`config.mk`:
```
export PLATFORM = sky130hd
export DESIGN_NAME = rlpix_decoder
export DESIGN_NICKNAME = d
export VERILOG_FILES = /design/src/rtl/rlpix_pkg.sv /design/src/rtl/rlpix_rst_sync.sv /design/src/rtl/rlpix_code_decode.sv /design/src/rtl/rlpix_hold_counter.sv /design/src/rtl/rlpix_decoder.sv
export SDC_FILE = /design/constraint.sdc
export NUM_CORES = 1
export LEC_CHECK = 0
export ABC_AREA = 1
export BUFFER_PORTS_ARGS = -buffer_cell sky130_fd_sc_hd__buf_2
export CORE_AREA = 2 2 50 52
export CTS_CLUSTER_SIZE = 28
export DETAILED_ROUTE_END_ITERATION = 8
export DIE_AREA = 0 0 52 54
export PLACE_DENSITY = 0.74
export RECOVER_POWER = 25
export SYNTH_ARGS = -nofsm -noshare
export SYNTH_HDL_FRONTEND = slang
export SYNTH_SLANG_ARGS = --single-unit
```
`constraint.sdc`:
```
create_clock -name clk -period 1.41 [get_ports clk]
set_clock_uncertainty 0.05 [all_clocks]
set_input_delay 0.2115 -clock clk [delete_from_list [all_inputs] [get_ports clk]]
set_output_delay 0.2115 -clock clk [all_outputs]
set_load 0.03 [all_outputs]
```
`src/rtl/rlpix_pkg.sv`:
```
package rlpix_pkg;

  typedef enum logic [1:0] {
    ST_FRAME  = 2'd0,
    ST_LINE   = 2'd1,
    ST_HOLD   = 2'd2,
    ST_STARVE = 2'd3
  } rl_state_t;

  typedef enum logic [1:0] {
    ACT_HOLD  = 2'd0,
    ACT_FRAME = 2'd1,
    ACT_LINE  = 2'd2
  } rl_act_t;

  function automatic rl_state_t act_to_state(rl_act_t a);
    case (a)
      ACT_FRAME: return ST_FRAME;
      ACT_LINE:  return ST_LINE;
      default:   return ST_HOLD;
    endcase
  endfunction

endpackage

```
`src/rtl/rlpix_rst_sync.sv`:
```
module rlpix_rst_sync #(
  parameter int STAGES = 2
) (
  input  logic clk,
  input  logic rst_ni,
  output logic rst_no
);
  logic [STAGES-1:0] sr_q;

  always_ff @(posedge clk or negedge rst_ni) begin
    if (!rst_ni) sr_q <= '0;
    else         sr_q <= {sr_q[STAGES-2:0], 1'b1};
  end

  assign rst_no = sr_q[STAGES-1];
endmodule

```
`src/rtl/rlpix_code_decode.sv`:
```
module rlpix_code_decode
  import rlpix_pkg::*;
#(
  parameter int CTRL_W   = 7,
  parameter int HOLD_MAX = 7,
  parameter int HALF_PIX = 2,
  parameter int CNT_W    = 4,
  parameter logic [CTRL_W-1:0] FRAME_CODE = 7'h40,
  parameter logic [CTRL_W-1:0] LINE_CODE  = 7'h41
) (
  input  logic [CTRL_W-1:0] ctrl_i,
  output rl_act_t           act_o,
  output logic [CNT_W-1:0]  load_o
);
  int sel_n;

  always_comb begin
    sel_n = int'(ctrl_i);
    if (sel_n < 1 || sel_n > HOLD_MAX) sel_n = 1;
    load_o = CNT_W'(HALF_PIX * (sel_n + 1) - 1);
    if (ctrl_i == FRAME_CODE)     act_o = ACT_FRAME;
    else if (ctrl_i == LINE_CODE) act_o = ACT_LINE;
    else                          act_o = ACT_HOLD;
  end
endmodule

```
`src/rtl/rlpix_hold_counter.sv`:
```
module rlpix_hold_counter #(
  parameter int CNT_W = 4
) (
  input  logic             clk,
  input  logic             rst_n,
  input  logic             load_i,
  input  logic [CNT_W-1:0] load_val_i,
  input  logic             cnt_en_i,
  output logic             done_o
);
  logic [CNT_W-1:0] cnt_q, cnt_d;

  always_comb begin
    cnt_d = cnt_q;
    if (load_i)                       cnt_d = load_val_i;
    else if (cnt_en_i && cnt_q != '0) cnt_d = cnt_q - 1'b1;
  end

  always_ff @(posedge clk or negedge rst_n) begin
    if (!rst_n) cnt_q <= '0;
    else        cnt_q <= cnt_d;
  end

  assign done_o = (cnt_q == '0);
endmodule

```
`src/rtl/rlpix_decoder.sv`:
```
module rlpix_decoder
  import rlpix_pkg::*;
#(
  parameter int CLK_PER_PIX = 4,
  parameter int COLOR_W     = 9,
  parameter int CTRL_W      = 7,
  parameter int HOLD_MAX    = 7,
  parameter int SYNC_STAGES = 2,
  parameter logic [CTRL_W-1:0] FRAME_CODE = 7'h40,
  parameter logic [CTRL_W-1:0] LINE_CODE  = 7'h41,
  localparam int WORD_W = COLOR_W + CTRL_W
) (
  input  logic              clk,
  input  logic              rst_n,
  input  logic [WORD_W-1:0] cmd_data,
  input  logic              cmd_valid,
  output logic              cmd_ready,
  input  logic              frame_go,
  input  logic              line_go,
  output logic [COLOR_W-1:0] pix_rgb,
  output logic              starve
);
  localparam int HALF_PIX = CLK_PER_PIX / 2;
  localparam int CNT_W    = $clog2(HALF_PIX * (HOLD_MAX + 1));

  logic               core_rst_n;
  rl_state_t          state_q, state_d;
  rl_act_t            act;
  rl_state_t          act_state;
  logic [CNT_W-1:0]   load_val;
  logic               hold_done;
  logic               accept;
  logic [COLOR_W-1:0] rgb_q;

  rlpix_rst_sync #(.STAGES(SYNC_STAGES)) u_rst (
    .clk    (clk),
    .rst_ni (rst_n),
    .rst_no (core_rst_n)
  );

  rlpix_code_decode #(
    .CTRL_W     (CTRL_W),
    .HOLD_MAX   (HOLD_MAX),
    .HALF_PIX   (HALF_PIX),
    .CNT_W      (CNT_W),
    .FRAME_CODE (FRAME_CODE),
    .LINE_CODE  (LINE_CODE)
  ) u_dec (
    .ctrl_i (cmd_data[WORD_W-1:COLOR_W]),
    .act_o  (act),
    .load_o (load_val)
  );

  assign act_state = act_to_state(act);
  assign accept    = cmd_ready && cmd_valid;

  rlpix_hold_counter #(.CNT_W(CNT_W)) u_cnt (
    .clk        (clk),
    .rst_n      (core_rst_n),
    .load_i     (accept && (act == ACT_HOLD)),
    .load_val_i (load_val),
    .cnt_en_i   (state_q == ST_HOLD),
    .done_o     (hold_done)
  );

  // next-state and handshake
  always_comb begin
    state_d   = state_q;
    cmd_ready = 1'b0;
    case (state_q)
      ST_FRAME: begin
        if (frame_go) state_d = ST_LINE;
      end
      ST_LINE: begin
        if (line_go) begin
          cmd_ready = 1'b1;
          state_d   = cmd_valid ? act_state : ST_STARVE;
        end
      end
      ST_HOLD: begin
        if (hold_done) begin
          cmd_ready = 1'b1;
          state_d   = cmd_valid ? act_state : ST_STARVE;
        end
      end
      ST_STARVE: begin
        cmd_ready = 1'b1;
        if (cmd_valid) state_d = act_state;
      end
      default: state_d = ST_FRAME;
    endcase
  end

  always_ff @(posedge clk or negedge core_rst_n) begin
    if (!core_rst_n) state_q <= ST_FRAME;
    else             state_q <= state_d;
  end

  // colour register, enabled by word acceptance
  always_ff @(posedge clk or negedge core_rst_n) begin
    if (!core_rst_n)  rgb_q <= '0;
    else if (accept)  rgb_q <= cmd_data[COLOR_W-1:0];
  end

  assign pix_rgb = rgb_q;
  assign starve  = (state_q == ST_STARVE);
endmodule

```
Word level (Yosys, flattened, before mapping) --
Index checks and enable logic that the tools add are counted.
Storage, ports and cells: input bits 21, register bits after elaboration 17
Operators by class: order comparisons 2, equal/unequal tests 11, muxes and demuxes 15, reductions and logical operators 10, $add $sub $neg 3
Operators with widths (number):
- $eq A7 B7 Y1 const B | 2
- $mux W2 | 7
- $mux W4 | 2
- $ne A2 B2 Y1 const B | 4
- $pmux W2 S4 | 1
- $gt A7 B3 Y1 const B | 1
- $lt A7 B1 Y1 const B | 1
- $eq A2 B2 Y1 const B | 3
- $eq A2 B1 Y1 const B | 2
- $logic_not A2 Y1 | 2
- $logic_not A4 Y1 | 1
- $pmux W2 S2 | 1
- $reduce_and A4 Y1 | 1
- $reduce_bool A4 Y1 | 1
- $sub A4 B1 Y4 const B | 1
- $sub A4 B2 Y4 const B | 1
- $add A3 B1 Y3 const B | 1
- $logic_and A1 B1 Y1 | 3
- $mux W3 | 1
- $pmux W1 S3 | 1
- $mux W1 | 2
- $reduce_bool A2 Y1 | 1
- $logic_or A1 B1 Y1 | 1

Depth between registers and ports, before layout --
Gate-level depths: netlist of run 1.
word-level depth 8, depth in mapped cells 8, depth with buffers taken out 8

Hierarchy --
From an unflattened synthesis of run 1, not the netlist that was laid out.
Unflattened totals: cells, all modules 160, area, all modules 1147.4 um2
Modules (own cells, without submodules):
- rlpix_decoder | times used 1, cells an instance 91, area each 699.4 um2
- rlpix_hold_counter | times used 1, cells an instance 46, area each 295.3 um2
- rlpix_code_decode | times used 1, cells an instance 20, area each 98.8 um2
- rlpix_rst_sync | times used 1, cells an instance 3, area each 53.8 um2

Least setup slack after synthesis of run 1 --
OpenSTA, ideal clock, no wires.
path type register to register, start register state_q[0], end register u_cnt.cnt_q[1], setup time 0.117 ns, arrival time 1.414 ns, path buffers 0, path slack -0.171 ns, required time 1.243 ns, cell stages (with the launch flop) 8, cells stage by stage dfrtp_1 > ha_1 > a21oi_1 > nand2_1 > nand4_2 > o21ai_0 > nand2_1 > nand2_1
On the way: cells in the longest elaborated chain, start to end 5, elaborated cells on any way between the ends 9
Ends and longest elaborated chain:
- from (decl) | line rlpix_decoder.sv:27 | rl_state_t state_q, state_d;
- from (signal assigned) | line rlpix_decoder.sv:96 | else state_q <= state_d;
- $eq A2 B2 Y1 *
- via starve | line rlpix_decoder.sv:21 | output logic starve
- $pmux W1 S3 * | line rlpix_decoder.sv:70 | case (state_q)
- $logic_and A1 B1 Y1 * | line rlpix_decoder.sv:55 | assign accept = cmd_ready && cmd_valid;
- $logic_and A1 B1 Y1 * | line rlpix_decoder.sv:60 | .load_i (accept && (act == ACT_HOLD)),
- $mux W4 or $reduce_bool A2 Y1 (tied branches)
- to (signal assigned) | line rlpix_hold_counter.sv:21 | else cnt_q <= cnt_d;
- to (decl) | line rlpix_hold_counter.sv:11 | logic [CNT_W-1:0] cnt_q, cnt_d;
Mark *: on every way through the listed nets, which the timed path passes. The rest lies on a longest branch. A chain may end at the register's enable or synchronous reset.

Worst setup path in the final report of run 1 --
start register state_q[0], end output cmd_ready
On the way: cells in the longest elaborated chain, start to end 2, elaborated cells on any way between the ends 4
Ends and longest elaborated chain:
- $eq A2 B2 Y1 or $eq A2 B1 Y1 (tied branches) | line rlpix_decoder.sv:70
- $pmux W1 S3 * | line rlpix_decoder.sv:70
- to (decl) | line rlpix_decoder.sv:17 | output logic cmd_ready,
Mark *: on every way between the ends. The rest lies on a longest branch, timed or not.

==> reports/results.txt, run 1 <==
IO buf count = 31
Top Metal Used = met4
Worst path depth = 5
DRT iter0 DRCs = 17
Max_slew headroom = 60.1%
DIE AREA = 0.00281 mm²
Clock network power share = 7.3%
Tot Pwr = 3.46 mW
WP data arrival = 1.39 ns
WP data required = 1.15 ns
Fin area = 0.00147 mm²
Switch Pwr = 1.61 mW
Number of routed nets with antenna violations = 0
Worst reg2reg path depth = 9
Clock-pin slew on the worst setup and hold paths = 0.10 ns
Core Rows = 18
Final Hold Fails = 0
Via/cell ratio = 5.02
Global-route wire length before repair = 3.78 mm
Hold Crit Depth = 3
GRT Overall Usage = 18.3%
Finished Core Util = 63.5%
Largest net degree at the start of global routing = 16
Share of layout cells above drive strength 1 = 47.7%
Crit path max-delay family = flip-flops
Synth Area in XOR/XNOR = 1.81%
Initial antenna violation count = 0
Total gr overflow = 0
CTS Root Cell = clkbuf_4
Post-Synth Adder-Cell Area = 6.45%
Slowest stage delay, CP = 0.45 ns
Mux contribution to synthesized area = 0%
Number of synthesized register bits = 17
Logic pwr share = 67.5%
Routability Congestion = 0.883
Int Pwr = 1.85 mW
Switching share of total power = 46.5%
Setup ws final = -0.238 ns
Post-route insts no fill = 202
Most frequent cells in the layout = nand2_1 (31), buf_2 (28), buf_4 (19)
Synth Area in Compound Gates = 9.03%
Clock sinks = 17
Worst hold path class = in2reg
I/O pin count = 32
Max Clock Freq = 607 MHz
Die height = 54 µm
Layout area overhead = 52.0%
Detailed Place HPWL = 1.81 mm
Routed vias = 1014
Crit path buffers/inverters = 2
Total CTS buffers = 3
RSZ-0062 raised after global routing = true
Routed WL = 2.66 mm
Share of power burned in registers = 25.2%
Max Slew Vio Count = 0
Met3 WL = 110 µm
Max Buffers Root-to-Sink = 2
Min cycle time layout = 1.65 ns
Largest family of logic cells by synthesized area = simple AND/OR/NAND/NOR gates
Ant. Diodes = 0
H-tree depth = 1
Syn Area/Cell = 8.36 µm²
Met2 WL = 1.48 mm
CP Cell Sequence = inv_2 > ha_4 > nand3_4 > a21oi_4 > buf_6
Maximum VDD drop = 1.45 mV
Syn Std Cell Area = 970 µm²
Synth cell types = 22
Worst setup path class = reg2out
Pre-CTS setup slack = -0.149 ns
M1 WL = 962 µm
Final Cycle Share = 117%
Status = finished, violations left
Synthesis Warnings = 0
Vias in the first global route = 947
Static leakage = 0.746 nW
Power Density = 2350 mW/mm²
Final setup fails = 16
# nets final = 199
CP Max Fanout = 3
Placed Instance Area = 0.00126 mm²
TritonCTS clock tree = yes
Core ar. = 0.00232 mm²
Failing checks = negative setup slack
Sequential cell area fraction in the yosys report = 43.9%
Mapped Cells = 116
Placed insts = 190
Clk Latency, worst-skew pair = 0.29 ns
Simple-gate share of the synthesized area = 32.3%
Most common cell after layout, fill and taps aside = nand2_1
Max-cap viol count = 0
Starting density of the core = 41.8%
Slowest CP cell = dfrtp_2
Post-Syn Nets = 142
Die width = 52 µm
Worst setup SP type = flop
Critical path endpoint category = output pin
Slew @ Worst Pin = 0.598 ns
Router iterations before antenna repair = 4
# DRC = 0
DR WL/cell = 13.2 µm
[power groups by stage]
stage,registers (mW),clock network (mW),logic [mW]
final,0.871,0.253,2.34
after global routing,0.898,0.282,2.51
after CTS,0.859,0.261,2.05
after detailed placement,0.865,0,1.82
after global placement,0.848,0,1.77
after floorplan,1.10,0,0.959
[per-stage QoR]
step           setup TNS, ns  hold WS (ns)
2_1_floorplan              0        -0.134
3_3_place_gp          -0.544       -0.0546
3_5_place_dp           -1.69       -0.0496
4_1_cts                -1.71        0.0956
5_1_grt                -3.13        0.0956
6_report               -2.36         0.102
[path summary, 6_finish.rpt]
kind	to	slack (ns)	startpoint
setup / recovery	cmd_ready	-0.24	state_q[0]
hold / removal	pix_rgb[0]	0.10	cmd_data[0]
setup reg to reg	u_cnt.cnt_q[2]	-0.20	state_q[0]
hold reg to reg	pix_rgb[6]	0.19	u_rst.sr_q[1]
max in group asynchronous	state_q[0]	0.69	u_rst.sr_q[1]
min in group asynchronous	u_rst.sr_q[1]	0.19	rst_n
[registers in the layout, summed over array words and instances, names as in the netlist]
| signal | count |
|---|---|
| pix_rgb | 9 |
| u_rst.sr_q | 2 |
| u_cnt.cnt_q | 4 |
| state_q | 2 |
[area by class of cell]
class                      count  area (µm²)
timing repair buffer          54         353
multi-input combinational     87         593
inverter                      10        37.5
tap                           30        37.5
sequential                    17         427
fill                         190         846
clock buffer                   4        26.3
[per-layer routing]
metal | vias up | track usage [%]
li1 | 499 | -
met1 | 474 | 17.8
met2 | 31 | 36.5
met3 | 10 | 6.11
met4 | 0 | 5.26
met5 | - | 0
[cells in the mapped netlist]
library cell,n,area share (%)
xor2_1,1,0.90
nand2_2,2,1.3
o21bai_1,1,0.77
nand2_1,31,12
nand4_1,5,3.2
dfrtp_1,17,44
o21ai_0,6,3.1
a21oi_4,1,1.7
nand3_2,1,1.0
inv_2,1,0.39
conb_1,1,0.39
inv_1,9,3.5
ha_1,5,6.5
xnor2_1,1,0.90
o21ai_1,4,2.1
buf_6,2,2.3
nor2_4,2,2.3
nand3_1,17,8.8
o21ai_2,1,0.90
nor2_1,6,2.3
a21oi_1,1,0.52
nand4_2,1,1.3
[kinds of logic after synthesis]
kind of cell / Yosys count
buffers and inverters: 12
flip-flops: 17
adder cells (fa/ha/maj): 5
XOR/XNOR: 2
AO/OA/AOI/OAI: 14
other: 1
AND/OR/NAND/NOR: 65
[worst reg2reg max path, cell delays in order, from the launching register on]
cell and delay, ns:
dfrtp_2 0.45, inv_2 0.10, ha_4 0.15, nand3_4 0.08, a21oi_4 0.17, buf_4 0.14, buf_6 0.12, nand4_1 0.10
nand2_1 0.10, nand2_1 0.06
[what timing repair did]
action | CTS | global route
cloned | 0 | 0
setup endpoints to repair | 17 | 17
hold buffers | 1 | 0
setup buffers | 4 | 4
hold endpoints to repair | 2 | 0
pin swaps | 4 | 3
gates resized for setup | 13 | 17
Power figures use the tool's default switching activity.
==> run 2: changes to the inputs <==
--- a/config.mk
+++ b/config.mk
@@ -7,12 +7,13 @@
 export LEC_CHECK = 0
 export ABC_AREA = 1
 export BUFFER_PORTS_ARGS = -buffer_cell sky130_fd_sc_hd__buf_2
-export CORE_AREA = 2 2 50 52
+export CORE_AREA = 2 2 53 55
 export CTS_CLUSTER_SIZE = 28
 export DETAILED_ROUTE_END_ITERATION = 8
-export DIE_AREA = 0 0 52 54
-export PLACE_DENSITY = 0.74
+export DIE_AREA = 0 0 55 57
+export PLACE_DENSITY = 0.75
 export RECOVER_POWER = 25
 export SYNTH_ARGS = -nofsm -noshare
 export SYNTH_HDL_FRONTEND = slang
+export SYNTH_HIERARCHICAL = 1
 export SYNTH_SLANG_ARGS = --single-unit
==> reports/results.txt, run 2 <==
Status = finished, violations left
Failing checks = negative setup slack
Most frequent cells in the layout = nand2_1 (51), buf_2 (28), buf_4 (24)
Worst setup path class = reg2out
Initial antenna violation count = 0 (unchanged)
Fin area = 0.00172 mm² (+17%)
Number of routed nets with antenna violations = 0 (unchanged)
Final Hold Fails = 0 (unchanged)
# nets final = 251 (+26%)
Max Slew Vio Count = 0 (unchanged)
Primary FF master, synth = dfrtp_1
Core ar. = 0.00262 mm² (+13%)
Post-Syn Nets = 188 (+32%)
I/O pin count = 32 (unchanged)
Final Cycle Share = 122% (+5.3 points)
Total CTS buffers = 3 (unchanged)
Mapped Cells = 160 (+38%)
Sequential cell area fraction in the yosys report = 37.1% (-6.8 points)
Clk Latency, worst-skew pair = 0.30 ns (about the same)
Max Clock Freq = 581 MHz (-4.3%)
Top cell type's share of synthesized area = 37.1% (-6.8 points)
Detailed Place HPWL = 1.88 mm (+4.3%)
Slowest stage delay, CP = 0.40 ns (-0.05 ns)
Final setup fails = 15 (-1)
Worst hold path class = in2reg
Largest register FFs = 9 (unchanged)
Slew @ Worst Pin = 0.594 ns (-0.00390 ns)
Die height = 57 µm (+5.6%)
Largest net degree at the start of global routing = 16 (unchanged)
DRT iter0 DRCs = 38 (+21)
Share of layout cells above drive strength 1 = 47.3% (-0.38 points)
Vias in the first global route = 1027 (+8.4%)
Maximum VDD drop = 1.56 mV (+7.5%)
Min cycle time layout = 1.72 ns (+0.0742 ns)
Hold Crit Depth = 3 (unchanged)
Static leakage = 0.969 nW (+30%)
Ant. Diodes = 0 (unchanged)
Critical path endpoint category = output pin
Finished Core Util = 65.8% (+2.3 points)
Clock sinks = 17 (unchanged)
Power Density = 2090 mW/mm² (-11%)
Layout area overhead = 49.9%
Number of synthesized register bits = 17 (unchanged)
Synthesis Warnings = 6 (+6)
Pre-CTS setup slack = -0.202 ns (-0.0529 ns)
Clock-pin slew on the worst setup and hold paths = 0.10 ns (about the same)
Fill cell count = 219 (+15%)
Worst setup SP type = flop
Starting density of the core = 43.9% (+2.1 points)
Commonest cells post-synth = nand2_1 (62), inv_1 (24), dfrtp_1 (17)
Crit path buffers/inverters = 5 (+3)
Max_slew headroom = 60.4% (+0.26 points)
Global-route wire length before repair = 4.26 mm (+13%)
CTS Root Cell = clkbuf_4
Setup ws final = -0.312 ns (-0.0742 ns)
Setup TNS after final layout = -1.91 ns (+0.454 ns)
Slowest CP cell = dfrtp_1
FF+latch area = 427 µm² (unchanged)
Syn Std Cell Area = 0.00115 mm² (+18%)
WP data arrival = 1.46 ns (+0.07 ns)
Crit path max-delay family = buffers and inverters
TritonCTS clock tree = yes
Worst path depth = 10 (+5)
IO buf count = 31 (unchanged)
Via/cell ratio = 4.69 (-6.6%)
R2R Setup Slk = -0.31 ns (-0.11 ns)
Multi-input logic area = 692 µm² (+17%)
Routed vias = 1186 (+17%)
# DRC = 0 (unchanged)
Most frequent cell after synthesis = nand2_1
Max-cap viol count = 0 (unchanged)
Placed Instance Area = 0.00149 mm² (+18%)
Max Buffers Root-to-Sink = 2 (unchanged)
CP Max Fanout = 2 (-1)
Worst reg2reg path depth = 14 (+5)
DIE AREA = 0.00314 mm² (+12%)
CP Cell Sequence = inv_2 > ha_4 > nand2_4 > inv_4 > nand2_4 > nand3_4 > buf_6 > nand2_2 > inv_2 > buf_6
Most common cell after layout, fill and taps aside = nand2_1
Synth cell types = 21 (-4.5%)
Die width = 55 µm (+5.8%)
Router iterations before antenna repair = 4 (unchanged)
EDFF count, synth = 0 (unchanged)
Biggest area consumer among synthesized cells = dfrtp_1
H-tree depth = 1 (unchanged)
Post-synth ARST share = 100% (unchanged)
Total gr overflow = 0 (unchanged)
Syn Area/Cell = 7.17 µm² (-14%)
Core Rows = 19 (+1)
WP data required = 1.15 ns (about the same)
DR WL/cell = 10.7 µm (-19%)
RSZ-0062 raised after global routing = true
GRT Overall Usage = 18.4% (+0.086 points)
Worst hold margin = 0.109 ns (+0.00648 ns)
Routability Congestion = 0.844 (-4.3%)
Routed WL = 2.71 mm (+1.7%)
Most area-consuming cells after synthesis = dfrtp_1 (37%), nand2_1 (20%), inv_1 (7.9%)
## run 2: cells by family after synthesis
family	synth area share [%]
buffers and inverters	12.8
DFF	37.1
adders and majority gates	7.63
other	0.655
AOI/OAI and AO/OA	1.31
and+or+nand+nor	40.6
## run 2: where the power goes
group          switching, mW  total (mW)  internal [mW]
Combinational           1.39        2.50           1.11
Clock                  0.153       0.263          0.110
Sequential             0.138       0.834          0.696
Total                   1.68        3.59           1.92
## run 2: what timing repair did
| item | CTS | global route |
|---|---|---|
| hold buffers | 1 | 0 |
| resized for setup | 9 | 33 |
| hold endpoints to repair | 2 | 0 |
| gates cloned | 0 | 0 |
| setup buffers | 6 | 5 |
| endpoints found under the setup margin | 15 | 17 |
| pin swaps | 4 | 13 |
## run 2: final cells by class
cell class,count,share of cell area [%]
Inverter,27,6.04
Timing Repair Buffer,62,25.2
Sequential cell,17,24.8
Multi-Input combinational cell,112,40.2
Tap cell,31,2.25
Clock buffer,4,1.53
## run 2: routing by layer
layer / global-route usage (%) / vias up / part of all wire [%] / routed length (µm)
met3: 5.50 / 5 / 3.6 / 97
met2: 29.4 / 22 / 54 / 1460
li1: - / 609 / - / -
met5: 0 / - / 0 / 0
met4: 5.23 / 0 / 1.1 / 29
met1: 23.9 / 550 / 42 / 1120
## run 2: worst paths after layout
check                               start        endpoint
max                        u_cnt/cnt_q[0]       cmd_ready
min                           cmd_data[0]      pix_rgb[0]
max reg2reg                u_cnt/cnt_q[0]  u_cnt/cnt_q[3]
min reg2reg                 u_rst/sr_q[1]  u_cnt/cnt_q[0]
max in group asynchronous   u_rst/sr_q[1]      state_q[1]
min in group asynchronous           rst_n   u_rst/sr_q[0]
## run 2: worst register-to-register path: cells and delay by family, from the launching register on
kind,cells,cell delay [ns]
adders and majority gates,1,0.14
buffers and inverters,5,0.48
DFF,1,0.40
and+or+nand+nor,8,0.54
## run 2: per-stage QoR
step,total power [mW],instances
CTS,3.27,250
global route,3.92,253
detailed placement,2.81,240
global placement,2.77,240
finish,3.59,253
floorplan,2.22,160
